File: src/rtl/avd_pkg.sv
package avd_pkg;

   // What a training load does to the line it selects.
   typedef enum logic [1:0] {
      ACT_IDLE    = 2'd0,
      ACT_CONFIRM = 2'd1,
      ACT_RETRAIN = 2'd2,
      ACT_ALLOC   = 2'd3
   } upd_act_e;

endpackage

File: src/rtl/avd_delta_calc.sv
module avd_delta_calc #(
   parameter int ADDR_W    = 64,
   parameter int DELTA_W   = 16,
   parameter int MAX_DELTA = 4096
) (
   input  logic [ADDR_W-1:0]  addr,
   input  logic [ADDR_W-1:0]  data,
   output logic [DELTA_W-1:0] delta,
   output logic               in_range
);

   localparam logic signed [ADDR_W-1:0] HI_LIM = ADDR_W'(MAX_DELTA);
   localparam logic signed [ADDR_W-1:0] LO_LIM = -HI_LIM;

   logic signed [ADDR_W-1:0] diff;

   assign diff     = addr - data;
   assign in_range = (diff <= HI_LIM) && (diff >= LO_LIM);
   assign delta    = diff[DELTA_W-1:0];

endmodule

File: src/rtl/avd_way_match.sv
module avd_way_match #(
   parameter int WAYS  = 4,
   parameter int TAG_W = 30,
   localparam int WAY_W = $clog2(WAYS)
) (
   input  logic [WAYS-1:0]            vld,
   input  logic [WAYS-1:0][TAG_W-1:0] tags,
   input  logic [TAG_W-1:0]           tag,
   output logic                       hit,
   output logic [WAY_W-1:0]           hit_way
);

   logic [WAYS-1:0] eq;

   for (genvar w = 0; w < WAYS; w++) begin : g_cmp
      assign eq[w] = vld[w] && (tags[w] == tag);
   end

   always_comb begin
      hit_way = '0;
      for (int w = WAYS - 1; w >= 0; w--) begin
         if (eq[w]) hit_way = WAY_W'(w);
      end
   end

   assign hit = |eq;

endmodule

File: src/rtl/avd_lru_set.sv
module avd_lru_set #(
   parameter int WAYS = 4,
   localparam int WAY_W = $clog2(WAYS)
) (
   input  logic             clk,
   input  logic             rst_n,
   input  logic             touch,
   input  logic [WAY_W-1:0] touch_way,
   input  logic [WAYS-1:0]  vld,
   output logic [WAY_W-1:0] victim
);

   // Age 0 is the most recent use, WAYS-1 the oldest; ages stay a permutation.
   logic [WAYS-1:0][WAY_W-1:0] age_q;
   logic                       free_found;

   always_ff @(posedge clk) begin
      if (!rst_n) begin
         for (int w = 0; w < WAYS; w++) age_q[w] <= WAY_W'(w);
      end else if (touch) begin
         for (int w = 0; w < WAYS; w++) begin
            if (WAY_W'(w) == touch_way)          age_q[w] <= '0;
            else if (age_q[w] < age_q[touch_way]) age_q[w] <= age_q[w] + 1'b1;
         end
      end
   end

   always_comb begin
      victim     = '0;
      free_found = 1'b0;
      for (int w = 0; w < WAYS; w++) begin
         if (!free_found && !vld[w]) begin
            victim     = WAY_W'(w);
            free_found = 1'b1;
         end
      end
      if (!free_found) begin
         for (int w = 0; w < WAYS; w++) begin
            if (age_q[w] == WAY_W'(WAYS - 1)) victim = WAY_W'(w);
         end
      end
   end

endmodule

File: src/rtl/avd_predictor.sv
module avd_predictor
   import avd_pkg::*;
#(
   parameter int PC_W        = 32,
   parameter int ADDR_W      = 64,
   parameter int DELTA_W     = 16,
   parameter int MAX_DELTA   = 4096,
   parameter int SETS        = 4,
   parameter int WAYS        = 4,
   parameter int CONF_W      = 2,
   parameter int CONF_THRESH = 2
) (
   input  logic              clk,
   input  logic              rst_n,
   input  logic              upd_valid,
   input  logic              upd_runahead,
   input  logic [PC_W-1:0]   upd_pc,
   input  logic [ADDR_W-1:0] upd_addr,
   input  logic [ADDR_W-1:0] upd_data,
   input  logic              lkp_valid,
   input  logic              lkp_runahead,
   input  logic [PC_W-1:0]   lkp_pc,
   input  logic [ADDR_W-1:0] lkp_addr,
   output logic              pred_valid,
   output logic [ADDR_W-1:0] pred_value
);

   localparam int IDX_W = $clog2(SETS);
   localparam int WAY_W = $clog2(WAYS);
   localparam int TAG_W = PC_W - IDX_W;
   localparam int N     = SETS * WAYS;
   localparam int ENT_W = IDX_W + WAY_W;
   localparam logic [CONF_W-1:0] CONF_MAX = '1;
   localparam logic [CONF_W-1:0] CONF_THR = CONF_W'(CONF_THRESH);

   // Elaboration-time parameter checks
   if (MAX_DELTA < 0 || MAX_DELTA > 2 ** (DELTA_W - 1) - 1) begin : g_bad_max
      $error("MAX_DELTA must fit the signed stored delta");
   end
   if (SETS < 2 || (2 ** IDX_W) != SETS) begin : g_bad_sets
      $error("SETS must be a power of two, at least 2");
   end
   if (WAYS < 2 || (2 ** WAY_W) != WAYS) begin : g_bad_ways
      $error("WAYS must be a power of two, at least 2");
   end
   if (DELTA_W >= ADDR_W || IDX_W >= PC_W) begin : g_bad_width
      $error("width parameters out of range");
   end
   if (CONF_THRESH < 1 || CONF_THRESH > 2 ** CONF_W - 1) begin : g_bad_thr
      $error("CONF_THRESH must be reachable by the counter");
   end

   // Table storage, entry index = {set, way}
   logic [N-1:0]              vld_q;
   logic [N-1:0][TAG_W-1:0]   tag_q;
   logic [N-1:0][DELTA_W-1:0] delta_q;
   logic [N-1:0][CONF_W-1:0]  conf_q;

   // ---------------- training side ----------------
   logic [IDX_W-1:0]           u_set;
   logic [TAG_W-1:0]           u_tag;
   logic [DELTA_W-1:0]         u_delta;
   logic                       upd_in_range;
   logic                       upd_en;
   logic [WAYS-1:0]            u_vld;
   logic [WAYS-1:0][TAG_W-1:0] u_tags;
   logic                       u_hit;
   logic [WAY_W-1:0]           u_hit_way;
   logic [WAY_W-1:0]           u_victim;
   logic [WAY_W-1:0]           u_way;
   logic [ENT_W-1:0]           wr_idx;
   logic [SETS-1:0][WAY_W-1:0] set_victim;
   upd_act_e                   act;
   logic [CONF_W-1:0]          new_conf;

   assign u_set = upd_pc[IDX_W-1:0];
   assign u_tag = upd_pc[PC_W-1:IDX_W];

   avd_delta_calc #(
      .ADDR_W    (ADDR_W),
      .DELTA_W   (DELTA_W),
      .MAX_DELTA (MAX_DELTA)
   ) u_upd_delta (
      .addr     (upd_addr),
      .data     (upd_data),
      .delta    (u_delta),
      .in_range (upd_in_range)
   );

   assign upd_en = upd_valid && !upd_runahead && upd_in_range;

   for (genvar w = 0; w < WAYS; w++) begin : g_upd_gather
      assign u_vld[w]  = vld_q[{u_set, WAY_W'(w)}];
      assign u_tags[w] = tag_q[{u_set, WAY_W'(w)}];
   end

   avd_way_match #(.WAYS(WAYS), .TAG_W(TAG_W)) u_upd_match (
      .vld     (u_vld),
      .tags    (u_tags),
      .tag     (u_tag),
      .hit     (u_hit),
      .hit_way (u_hit_way)
   );

   assign u_victim = set_victim[u_set];
   assign u_way    = u_hit ? u_hit_way : u_victim;
   assign wr_idx   = {u_set, u_way};

   for (genvar s = 0; s < SETS; s++) begin : g_lru
      avd_lru_set #(.WAYS(WAYS)) u_lru (
         .clk       (clk),
         .rst_n     (rst_n),
         .touch     (upd_en && (u_set == IDX_W'(s))),
         .touch_way (u_way),
         .vld       (vld_q[s*WAYS +: WAYS]),
         .victim    (set_victim[s])
      );
   end

   always_comb begin
      act = ACT_IDLE;
      if (upd_en) begin
         if (!u_hit)                      act = ACT_ALLOC;
         else if (delta_q[wr_idx] == u_delta) act = ACT_CONFIRM;
         else                             act = ACT_RETRAIN;
      end
   end

   always_comb begin
      case (act)
         ACT_CONFIRM: new_conf = (conf_q[wr_idx] == CONF_MAX) ? CONF_MAX
                                                              : conf_q[wr_idx] + 1'b1;
         default:     new_conf = '0;
      endcase
   end

   always_ff @(posedge clk) begin
      if (!rst_n) begin
         vld_q   <= '0;
         tag_q   <= '0;
         delta_q <= '0;
         conf_q  <= '0;
      end else if (act != ACT_IDLE) begin
         vld_q[wr_idx]   <= 1'b1;
         tag_q[wr_idx]   <= u_tag;
         delta_q[wr_idx] <= u_delta;
         conf_q[wr_idx]  <= new_conf;
      end
   end

   // ---------------- lookup side ----------------
   logic [IDX_W-1:0]           l_set;
   logic [TAG_W-1:0]           l_tag;
   logic [WAYS-1:0]            l_vld;
   logic [WAYS-1:0][TAG_W-1:0] l_tags;
   logic                       l_hit;
   logic [WAY_W-1:0]           l_hit_way;
   logic [ENT_W-1:0]           l_idx;
   logic                       l_fire;
   logic [ADDR_W-1:0]          l_value;
   logic                       pred_valid_q;
   logic [ADDR_W-1:0]          pred_value_q;

   assign l_set = lkp_pc[IDX_W-1:0];
   assign l_tag = lkp_pc[PC_W-1:IDX_W];

   for (genvar w = 0; w < WAYS; w++) begin : g_lkp_gather
      assign l_vld[w]  = vld_q[{l_set, WAY_W'(w)}];
      assign l_tags[w] = tag_q[{l_set, WAY_W'(w)}];
   end

   avd_way_match #(.WAYS(WAYS), .TAG_W(TAG_W)) u_lkp_match (
      .vld     (l_vld),
      .tags    (l_tags),
      .tag     (l_tag),
      .hit     (l_hit),
      .hit_way (l_hit_way)
   );

   assign l_idx   = {l_set, l_hit_way};
   assign l_fire  = lkp_valid && lkp_runahead && l_hit && (conf_q[l_idx] >= CONF_THR);
   assign l_value = lkp_addr - ADDR_W'($signed(delta_q[l_idx]));

   always_ff @(posedge clk) begin
      if (!rst_n) begin
         pred_valid_q <= 1'b0;
         pred_value_q <= '0;
      end else begin
         pred_valid_q <= l_fire;
         pred_value_q <= l_fire ? l_value : '0;
      end
   end

   assign pred_valid = pred_valid_q;
   assign pred_value = pred_value_q;

endmodule

File: config.mk
export PLATFORM = sky130hd
export DESIGN_NAME = avd_predictor
export DESIGN_NICKNAME = d
export VERILOG_FILES = /design/src/rtl/avd_pkg.sv /design/src/rtl/avd_delta_calc.sv /design/src/rtl/avd_way_match.sv /design/src/rtl/avd_lru_set.sv /design/src/rtl/avd_predictor.sv
export SDC_FILE = /design/constraint.sdc
export NUM_CORES = 2
export LEC_CHECK = 0
export BUFFER_PORTS_ARGS = -buffer_cell sky130_fd_sc_hd__buf_2
export CORE_MARGIN = 4
export CORE_UTILIZATION = 40
export DETAILED_ROUTE_END_ITERATION = 16
export SETUP_SLACK_MARGIN = 0.4
export SLEW_MARGIN = 20
export SYNTH_ARGS = -nofsm -noshare
export SYNTH_HDL_FRONTEND = slang
export SYNTH_SLANG_ARGS = --single-unit
export TNS_END_PERCENT = 1
File: constraint.sdc
create_clock -name clk -period 24.4 [get_ports clk]
set_input_delay 4.88 -clock clk [delete_from_list [all_inputs] [get_ports clk]]
set_output_delay 4.88 -clock clk [all_outputs]
set_load 0.005 [all_outputs]
==> impl_metrics.json <==
{
  "outcome": "finished, final reports clean",
  "cp.arrival_ns": 16.12,
  "seqPwrFrac": 0.412,
  "port_buffers": 326,
  "ys_seq_area_frac": 0.326,
  "fin_area_um2": 60000,
  "hold_start": "tag_q[253]$_SDFFE_PN0P_",
  "irDropWorstVdd_mv": 0.0495,
  "totalWireLength_mm": 215,
  "place_congestion": 0.937,
  "cp_max_fo": 120,
  "clkSinkCount": 881,
  "ys_ff_latch": 881,
  "drive_gt1_frac": 0.143,
  "nFillCells": 13094,
  "route.detailed.drc": 0,
  "hpwl_mm": 139,
  "grt_use_met1": 0.396,
  "initial_core_util": 0.404,
  "antenna_left": 0,
  "synth_cells": 6628,
  "clock_latency_ns": 0.74,
  "synth_flop_cell": "dfxtp_1",
  "p_clk_frac": 0.446,
  "cts_resized": 0,
  "layout_commonest_cell": "nand2_1",
  "final_cell_mix": "nand2_1 (1507), dfxtp_1 (881), a21oi_1 (854)",
  "antenna_found_initial": 10,
  "p_comb_frac": 0.142,
  "r2r-start": "tag_q[452]$_SDFFE_PN0P_",
  "coreArea_um2": 134000,
  "use_met3": 0.0652,
  "cts_tree": "done",
  "grt_pass1_vias": 48598,
  "rrSetupSlack_ns": 13.99,
  "grt_util_met2": 0.448,
  "layout.nets": 7039,
  "cap_violations": 0,
  "r2r_cells": 28,
  "areaGrowthSynthToFinish_pct": 10.9,
  "placed_cell_area_um2": 56700,
  "setup_tns_ns": 0,
  "vias_per_cell": 6.14,
  "rows": 134,
  "drtIter0Drc": 6602,
  "power_switching_mw": 0.988,
  "critPathSlowestCell": "nor4_1",
  "die_y_um": 376,
  "critPathRequiredTime_ns": 24.97,
  "io_pins": 327,
  "grt-busiest-layer": "met2",
  "powerDensity_nw_per_um2": 58.2,
  "yosysTopAreaCellShare": 0.326,
  "fin_skew_ns": 0.0392,
  "cts_buffer_depth": 3,
  "grt_remaining_overflow": 0,
  "min_to": "tag_q[253]$_SDFFE_PN0P_",
  "fin_util": 0.448,
  "endpoint_kind": "flop",
  "mappedNetlistArea_um2": 54200,
  "num_vias": 52001,
  "syn_nets": 7050,
  "clkTransAtPathRegs_ns": 0.06,
  "die-area_um2": 141000,
  "rsz0062_at_grt": "false",
  "p_int_mw": 2.51,
  "syn_area_per_cell_um2": 8.17,
  "cts_made_buffers": 96,
  "slowest_delay_ns": 1.15,
  "startpoint_type": "input pin",
  "hold_class": "flop to flop",
  "wl_per_cell_um": 25.4,
  "setup_violations": 0,
  "maxSlewViolCount": 0,
  "r2r_end": "pred_value[63]$_SDFF_PN0_",
  "grt_pass1_wl_mm": 317,
  "p_sw_frac": 0.283,
  "preCtsSetupSlack_ns": 8.62,
  "clk_root_buffer_cell": "clkbuf_16",
  "p_leak_nw": 20.6,
  "period_share": 0.637,
  "synth-edff-count": 0,
  "synth_warnings": 0,
  "postSynth.asyncResetShare": 0,
  "max_freq_ghz": 0.0643,
  "grt_use_total": 0.292,
  "yosysTopAreaCell": "dfxtp_1",
  "setup_ws_ns": 8.85,
  "post-cts-setup-buffer-count": 0,
  "hold_depth": 2,
  "die_w_um": 376,
  "worst_pin_slew_ns": 1.33,
  "fin_crit_ns": 15.55,
  "ys_types": 94,
  "grt_max_degree": 214,
  "slew_headroom": 0.103,
  "worstSetupPathType": "input pin to flop",
  "finalHoldViolCount": 0,
  "drtPass1Iterations": 8,
  "ys_top_cells_by_area": "dfxtp_1 (33%), nand2_1 (10%), mux4_2 (10%)",
  "cts_max_level": 3,
  "cts_hold_buf": 0
}
-- Yosys cell counts (9+ instances only) --
cell type / instances
xnor2_1: 225
mux4_2: 246
o22a_1: 13
o211ai_1: 29
buf_4: 21
a22oi_1: 13
and2_1: 19
o2111ai_1: 11
o21ai_0: 154
o21ai_1: 25
buf_1: 36
nor2_1: 355
or2_2: 14
mux2i_1: 235
o2bb2ai_1: 11
o21bai_1: 32
nor2b_1: 34
inv_1: 135
buf_6: 25
o22ai_1: 90
o31ai_1: 21
xor2_1: 93
nor3_1: 61
mux2_2: 47
nand2b_1: 60
a221oi_1: 9
o21a_1: 34
o221ai_1: 25
a31oi_1: 33
a211oi_1: 81
and4_1: 14
a21oi_1: 855
buf_2: 82
nor4b_1: 10
or3_1: 25
dfxtp_1: 881
nand3_1: 119
clkbuf_1: 359
nor4_1: 44
or4_1: 22
ha_1: 158
and3_1: 36
nand4_1: 83
nand2_1: 1507
a21o_1: 98
-- cell type report --
class / count / area (um^2) / share of cell area
clock buffers: 141 / 2850 / 0.0475
repair buffers: 415 / 2390 / 0.0398
multi-input cells: 5087 / 34000 / 0.566
inverters: 136 / 518 / 0.00863
well taps: 1768 / 2210 / 0.0368
clock inverters: 34 / 458 / 0.00763
diodes: 4 / 10.0 / 0.000167
flip-flops and latches: 881 / 17600 / 0.294
-- through the flow --
step | hold WS (ns) | std cells | total power [mW]
finish | 0.461 | 8466 | 3.49
floorplan | 0.437 | 6628 | 1.79
detailed placement | 0.454 | 8287 | 1.95
global route | 0.478 | 8464 | 3.59
CTS | 0.463 | 8462 | 3.50
global placement | 0.446 | 8287 | 1.95
-- flip-flops by register name (all words and copies together), names as in the netlist --
name and flops:
pred_valid 1, pred_value 64, vld_q 16, delta_q 256
g_lru.u_lru.age_q 32, tag_q 480, conf_q 32
-- critical path: cells and delay by family --
kind,cells,cell delay (ns)
AOI/OAI and AO/OA,14,4.42
and+or+nand+nor,6,2.36
buffers and inverters,3,2.00
muxes,4,1.59
xor gates and xnor gates,2,0.37
adders and majority gates,1,0.28
-- power by group through the flow --
stage	clock, mW	sequential, mW	combinational [mW]
2_1_floorplan	0	1.47	0.317
3_3_place_gp	0	1.47	0.484
3_5_place_dp	0	1.47	0.485
4_1_cts	1.57	1.44	0.487
5_1_grt	1.62	1.44	0.530
6_report	1.56	1.44	0.497
-- per-layer routing --
| metal | wire length, um | up-vias |
|---|---|---|
| li1 | - | 23497 |
| met3 | 24700 | 511 |
| met1 | 86900 | 25103 |
| met2 | 93700 | 2886 |
| met4 | 9960 | 4 |
| met5 | 20 | - |
-- cell families after synthesis --
family          share of synthesized area
simple gates                        0.197
xor+xnor                           0.0514
fa+ha+maj                          0.0372
buf+inv                            0.0526
mux                                 0.156
flops                               0.326
compound gates                      0.180
-- worst max path at each step --
stage	start	end	cells past startpoint	slack [ns]
3_3_place_gp	lkp_pc[0]	pred_value[63]$_SDFF_PN0_	30	8.61
3_5_place_dp	lkp_pc[0]	pred_value[63]$_SDFF_PN0_	30	8.62
6_report	lkp_pc[0]	pred_value[63]$_SDFF_PN0_	30	8.85
2_1_floorplan	lkp_pc[0]	pred_value[63]$_SDFF_PN0_	34	11.52
4_1_cts	lkp_pc[0]	pred_value[63]$_SDFF_PN0_	30	9.28
5_1_grt	lkp_pc[0]	pred_value[63]$_SDFF_PN0_	30	8.40
No activity file was read; power rests on OpenSTA's default activity.
